### config.mk
export PLATFORM = sky130hd
export DESIGN_NAME = bitslip_deser
export DESIGN_NICKNAME = d
export VERILOG_FILES = /design/src/rtl/deser_pkg.sv /design/src/rtl/deser_slip_sync.sv /design/src/rtl/deser_divider.sv /design/src/rtl/deser_shifter.sv /design/src/rtl/bitslip_deser.sv
export SDC_FILE = /design/constraint.sdc
export NUM_CORES = 1
export LEC_CHECK = 0
export ABC_AREA = 1
export BUFFER_PORTS_ARGS = -buffer_cell sky130_fd_sc_hd__buf_2
export CORE_AREA = 2 2 39 41
export DETAILED_ROUTE_END_ITERATION = 8
export DIE_AREA = 0 0 41 43
export GPL_TIMING_DRIVEN = 0
export HOLD_SLACK_MARGIN = 0.03
export PLACE_DENSITY = 0.66
export SLEW_MARGIN = 20
export SYNTH_ARGS = -nofsm -noshare
export SYNTH_HDL_FRONTEND = slang
export SYNTH_SLANG_ARGS = --single-unit
### constraint.sdc
create_clock -name clk -period 3.15 [get_ports clk]
set_input_delay 0.4725 -clock clk [delete_from_list [all_inputs] [get_ports clk]]
set_output_delay 0.4725 -clock clk [all_outputs]
set_load 0.02 [all_outputs]
### src/rtl/deser_pkg.sv
package deser_pkg;

   // Divider outputs: single-cycle enables in the bit-clock domain
   typedef struct packed {
      logic short_stb;
      logic long_stb;
   } div_strobes_t;

   // Serial source choice
   typedef enum logic {
      SRC_PRIMARY  = 1'b0,
      SRC_LOOPBACK = 1'b1
   } src_e;

   function automatic bit is_pow2(int v);
      return (v > 0) && ((v & (v - 1)) == 0);
   endfunction

endpackage

### src/rtl/deser_slip_sync.sv
module deser_slip_sync #(
   parameter int STAGES = 2
) (
   input  logic clk,
   input  logic rst,
   input  logic async_in,
   output logic slip_pulse
);

   if (STAGES < 2) begin : g_bad_stages
      $error("deser_slip_sync: STAGES must be at least 2");
   end

   logic [STAGES-1:0] meta;
   logic              last_lvl;

   always_ff @(posedge clk) begin
      if (rst) begin
         meta     <= '0;
         last_lvl <= 1'b0;
      end else begin
         meta     <= {meta[STAGES-2:0], async_in};
         last_lvl <= meta[STAGES-1];
      end
   end

   // One cycle per rising edge of the synchronized level
   assign slip_pulse = meta[STAGES-1] & ~last_lvl;

endmodule

### src/rtl/deser_divider.sv
module deser_divider
   import deser_pkg::*;
#(
   parameter int SHORT_DIV = 4,
   parameter int LONG_DIV  = 8
) (
   input  logic                        clk,
   input  logic                        rst,
   input  logic                        hold,
   output logic [$clog2(LONG_DIV)-1:0] count,
   output div_strobes_t                strobes
);

   localparam int CNT_W   = $clog2(LONG_DIV);
   localparam int SHORT_W = $clog2(SHORT_DIV);

   if (!is_pow2(SHORT_DIV) || SHORT_DIV < 2) begin : g_bad_short
      $error("deser_divider: SHORT_DIV must be a power of two, at least 2");
   end
   if (!is_pow2(LONG_DIV) || LONG_DIV <= SHORT_DIV) begin : g_bad_long
      $error("deser_divider: LONG_DIV must be a power of two above SHORT_DIV");
   end

   logic [CNT_W-1:0] cnt;

   always_ff @(posedge clk) begin
      if (rst) begin
         cnt <= '0;
      end else if (!hold) begin
         cnt <= (cnt == CNT_W'(LONG_DIV - 1)) ? '0 : cnt + 1'b1;
      end
   end

   // Terminal counts; a swallowed cycle suppresses both enables
   always_comb begin
      strobes.short_stb = (cnt[SHORT_W-1:0] == {SHORT_W{1'b1}}) && !hold;
      strobes.long_stb  = (cnt == CNT_W'(LONG_DIV - 1)) && !hold;
   end

   assign count = cnt;

endmodule

### src/rtl/deser_shifter.sv
module deser_shifter #(
   parameter int W = 4
) (
   input  logic         clk,
   input  logic         rst,
   input  logic         din,
   output logic [W-1:0] next_word,
   output logic         tail_bit
);

   if (W < 2) begin : g_bad_width
      $error("deser_shifter: W must be at least 2");
   end

   logic [W-1:0] sr;

   // New bits enter at the top; the oldest bit sits at index 0
   assign next_word = {din, sr[W-1:1]};

   always_ff @(posedge clk) begin
      if (rst) sr <= '0;
      else     sr <= next_word;
   end

   assign tail_bit = sr[0];

endmodule

### src/rtl/bitslip_deser.sv
module bitslip_deser
   import deser_pkg::*;
#(
   parameter int WORD_W      = 4,
   parameter int CASCADE     = 2,
   parameter int SYNC_STAGES = 2
) (
   input  logic              clk,
   input  logic              rst,
   input  logic              ser_a,
   input  logic              ser_b,
   input  logic              src_sel,
   input  logic              wide_mode,
   input  logic              slip_req,
   output logic [WORD_W-1:0] par_out,
   output logic              ser_out,
   output logic              stb_short,
   output logic              stb_long
);

   localparam int LONG_DIV = WORD_W * CASCADE;
   localparam int CNT_W    = $clog2(LONG_DIV);

   if (!is_pow2(WORD_W) || WORD_W < 2) begin : g_bad_word
      $error("bitslip_deser: WORD_W must be a power of two, at least 2");
   end
   if (!is_pow2(CASCADE) || CASCADE < 2) begin : g_bad_cascade
      $error("bitslip_deser: CASCADE must be a power of two, at least 2");
   end

   // Source selection
   src_e src;
   logic din;
   assign src = src_e'(src_sel);

   always_comb begin
      case (src)
         SRC_PRIMARY: din = ser_a;
         default:     din = ser_b;
      endcase
   end

   // Alignment request path
   logic slip_pulse;

   deser_slip_sync #(.STAGES(SYNC_STAGES)) u_sync (
      .clk        (clk),
      .rst        (rst),
      .async_in   (slip_req),
      .slip_pulse (slip_pulse)
   );

   // Word-boundary counter
   logic [CNT_W-1:0] div_count;
   div_strobes_t     strobes;

   deser_divider #(.SHORT_DIV(WORD_W), .LONG_DIV(LONG_DIV)) u_div (
      .clk     (clk),
      .rst     (rst),
      .hold    (slip_pulse),
      .count   (div_count),
      .strobes (strobes)
   );

   // Shift register
   logic [WORD_W-1:0] next_word;

   deser_shifter #(.W(WORD_W)) u_shift (
      .clk       (clk),
      .rst       (rst),
      .din       (din),
      .next_word (next_word),
      .tail_bit  (ser_out)
   );

   // Parallel capture
   logic load;
   assign load = wide_mode ? strobes.long_stb : strobes.short_stb;

   always_ff @(posedge clk) begin
      if (rst)       par_out <= '0;
      else if (load) par_out <= next_word;
   end

   assign stb_short = strobes.short_stb;
   assign stb_long  = strobes.long_stb;

endmodule

# Word level (Yosys, flattened, before mapping)
# Cells that the tools add are included.
# word_totals
reg_bits	14
out_inout_bits	7
elab_cells	16
# op_classes
eq_ne	2
n_mux	3
add_sub_neg	1
bitwise	2
reduce_logical	3
# ops
cell	n
3-bit by 1-bit adder with 3-bit output (second input constant)	1
3-bit equality test (second input constant)	1
3-bit two-way mux	1
2-bit equality test (second input constant)	1
1-bit logical AND	2
1-bit two-way mux	2
1-bit bitwise AND	1
1-bit logical NOT	1
1-bit inverter	1

# Longest topological paths before layout
# logic_depth
ltp_word	5
mapped_depth	7
mapped_depth_nobuf	7

# Modules after synthesis
# From an unflattened synthesis, not the netlist that was laid out.
# unflattened
hier_cells	77
area_unflattened_um2	559.3
# modules_own_cells
module	cells_per_inst	instances	area_each_um2
bitslip_deser	33	1	206.4
deser_divider	21	1	148.9
deser_shifter	13	1	117.6
deser_slip_sync	10	1	86.3

# Worst setup path after synthesis
# No wires, ideal clock.
# synth_timing
kind	reg2out
startpoint	reg u_div.cnt[0] (netlist: u_div.count[0])
endpoint	out stb_long
slack_ns	1.548
t_arrival_ns	1.130
n_path_buf	0
stages_incl_launch_ff	5
path_cell_list	dfxtp_1 > ha_1 > ha_1 > inv_1 > nor2_1
# synth_via
elab_chain_cells	2
# synth_rtl
element	line_no	text
start: declaration	deser_divider.sv:24	logic [CNT_W-1:0] cnt;
start signal: assignment	deser_divider.sv:30	cnt <= (cnt == CNT_W'(LONG_DIV - 1)) ? '0 : cnt + 1'b1;
3-bit equality test	deser_divider.sv:37	strobes.long_stb = (cnt == CNT_W'(LONG_DIV - 1)) && !hold;
1-bit logical AND	deser_divider.sv:37	
end: declaration	bitslip_deser.sv:18	output logic stb_long
# Every way passes these cells.

# Final worst setup path
# Same ends and word-level chain as after synthesis.

==> summary.md <==
| Metric | Value |
|---|---|
| Synth Register Bits | `14` |
| Internal reg-to-reg setup slack | `1.86 ns` |
| CP arrival | `1.43 ns` |
| Fillcell total | `145` |
| P per Cell Area | `520 nW/µm²` |
| Reg-to-Reg End | `par_out[2]$_SDFFE_PP0P_` |
| Sw frac | `23.3%` |
| Unique masters post-synth | `13` |
| Most frequent CP cell | `ha_1` |
| Fmax achieved | `0.525 GHz` |
| Rows | `14` |
| Crit-path max FO | `3` |
| Max_slew headroom | `86.2%` |
| Clock sinks | `14` |
| Crit Path Category | `flip-flop to output port` |
| Register area share after synthesis | `49.1%` |
| Via count | `430` |
| Clock tree root driver cell | `clkbuf_4` |
| Internal power | `0.274 mW` |
| Placed Area | `651 µm²` |
| Final Hold Viols | `0` |
| CTS Buf Count | `3` |
| CP Cell Sequence | `ha_1 > ha_1 > inv_1 > nor2_1 > buf_2` |
| # IOs | `14` |
| Worst-case clock buffer depth | `2` |
| Crit path capture | `stb_long` |
| Mean post-synth cell area | `8.15 µm²` |
| Clk_lat worst skew | `0.28 ns` |
| Final Max Slew Viols | `0` |
| Die Wd | `41 µm` |
| Clk_skew | `0.00329 ns` |
| Non-Filler Instances | `102` |
| Slowest-stage cell, CP | `dfxtp_1` |
| Post-CTS setup buffers | `0` |
| CTS H-Tree Depth | `1` |
| Cell taking the most area after synthesis | `dfxtp_1` |
| Dpl cells | `98` |
| Worst IR Drop VDD | `0.322 mV` |
| # port buffers | `12` |
| Min-Delay Path Class | `primary input to flip-flop` |
| YS warnings | `0` |
| Largest net degree at the start of global routing | `9` |
| Pre-CTS WS | `1.54 ns` |
| Sequential Power Share | `53.5%` |
| Area contributors post-synth | `dfxtp_1 (49%), nor2_1 (13%), inv_1 (8.6%)` |
| Aggregate global routing overflow | `0` |
| # diodes | `0` |
| Mapped cell area | `571 µm²` |
| Comb pwr share | `11.4%` |
| Hold Buf Count CTS | `0` |
| Drt first pass iters | `2` |
| Crit. Startpoint | `u_div.count[0]$_SDFFE_PP0N_` |
| First-pass GRT wire length | `1390 µm` |
| Syn_nets | `79` |
| Maxcap violations | `0` |
| Initial antenna violation count | `0` |
| Initial Utilization | `41.2%` |
| Layout cells sized above 1 | `25.6%` |
| CTS tree | `done` |
| Pleak | `0.342 nW` |
| Layout area overhead | `20.4%` |
| RSZ-0062 raised after global routing | `false` |
| Nets | `96` |
| Vias per cell | `4.22` |
| Status | `finished clean` |
| Drt wl/cell | `7.84 µm` |
| Post_cts resized | `0` |
| Final-report setup violation count | `0` |
| Crit path capture type | `output port` |
| Final core occ | `49.6%` |
| Psw | `0.0831 mW` |
| Post-Route WL | `800 µm` |
| Clock power share | `35.1%` |
| DRC violations left | `0` |
| Die height | `43 µm` |
| Crit share post-route | `60.5%` |
| Die area | `1760 µm²` |
| Vias in the first global route | `347` |
| GRT Util Overall | `11.9%` |
| Design area | `687 µm²` |
| Worst Reg-to-Reg Cells | `7` |
| Clock transition at path regs | `0.08 ns` |
| Dpl hpwl | `596 µm` |
| Slew @ Worst Pin | `0.207 ns` |
| Crit path required time | `2.68 ns` |
| Placer Congestion | `0.670` |
| Initial DRC Count | `2` |
| Crit-path max cell delay | `0.35 ns` |
| Reg2reg start | `u_div.count[0]$_SDFFE_PP0N_` |
| Crit start category | `flip-flop` |
| Final Critical Period | `1.91 ns` |
| Setup_tns | `0 ns` |
| Worst Setup Slack, final | `1.24 ns` |
| Post-route antenna net violation count | `0` |
| Post-synth top area share | `49.1%` |
| Core area | `1380 µm²` |
| Syn Inst Count | `70` |
==> cell usage in the layout (no fill, tap or decap), types with 2 or more instances in the layout <==
cell,n
buf_2,12
nand2_1,8
inv_1,13
nor2_1,19
o21ai_0,5
clkbuf_4,3
nand3_4,2
nand2_4,2
dfxtp_1,14
ha_1,2
==> kinds of logic (layout without fill, tap and decap cells) <==
logic type,count (synthesis),after routing,share of synthesized area (%)
adders and majority gates,2,2,4.39
buffers and inverters,14,30,9.87
and+or+nand+nor,34,34,31.4
AOI/OAI and AO/OA,6,6,5.26
DFF,14,14,49.1
==> stage by stage <==
stage / total power, mW / hold slack, ns
global placement: 0.235 / 0.392
global route: 0.381 / 0.392
detailed placement: 0.237 / 0.399
floorplan: 0.225 / 0.388
CTS: 0.363 / 0.392
finish: 0.357 / 0.394
==> cell usage after synthesis <==
cell	n
buf_4	1
nor2_1	19
nand2_4	2
ha_1	2
a21oi_1	1
dfxtp_1	14
nand3b_1	1
and2_1	1
o21ai_0	5
nor2_2	1
inv_1	13
nand3_4	2
nand2_1	8
==> how the worst min path moves through the flow <==
stage                                            to                 startpoint  cells past startpoint
after global routing      u_sync.meta[0]$_SDFF_PP0_                   slip_req                      3
after global placement    u_sync.meta[1]$_SDFF_PP0_  u_sync.meta[0]$_SDFF_PP0_                      2
after detailed placement  u_sync.meta[1]$_SDFF_PP0_  u_sync.meta[0]$_SDFF_PP0_                      2
after CTS                 u_sync.meta[0]$_SDFF_PP0_                   slip_req                      3
final                     u_sync.meta[0]$_SDFF_PP0_                   slip_req                      3
after floorplan           u_sync.meta[1]$_SDFF_PP0_  u_sync.meta[0]$_SDFF_PP0_                      2
==> flip-flops by register name, summed over array words and instances, names as in the netlist <==
register         count
u_sync.last_lvl      1
u_sync.meta          2
par_out              4
u_div.count          3
u_shift.sr           4
==> layer usage <==
| layer | share of wire [%] | up-vias | global-route usage (%) |
|---|---|---|---|
| li1 | - | 240 | - |
| met4 | 0 | 0 | 2.00 |
| met3 | 7.9 | 0 | 9.42 |
| met1 | 47 | 179 | 14.7 |
| met5 | 0 | - | 0 |
| met2 | 45 | 11 | 16.3 |
==> power by group through the flow <==
stage / registers, mW / clock network [mW] / logic, mW
after CTS: 0.191 / 0.130 / 0.0417
final: 0.191 / 0.125 / 0.0409
after global routing: 0.192 / 0.141 / 0.0479
after detailed placement: 0.195 / 0 / 0.0415
after global placement: 0.195 / 0 / 0.0403
after floorplan: 0.198 / 0 / 0.0276
==> worst max-delay path: cells and delay by family (launching register included) <==
family | cells | cell delay, ns
buffers and inverters | 2 | 0.22
DFF | 1 | 0.35
adders and majority gates | 2 | 0.49
and+or+nand+nor | 1 | 0.09
==> final cells by class <==
class	count	area, µm²	share of cell area (%)
tap	16	20.0	2.91
buffer	1	7.51	1.09
clock buffer	4	36.3	5.28
inverter	13	48.8	7.10
sequential	14	280	40.8
multi-input combinational	42	234	34.1
timing repair buffer	12	60.1	8.74
Note: power is estimated with default switching activity, not from simulation.
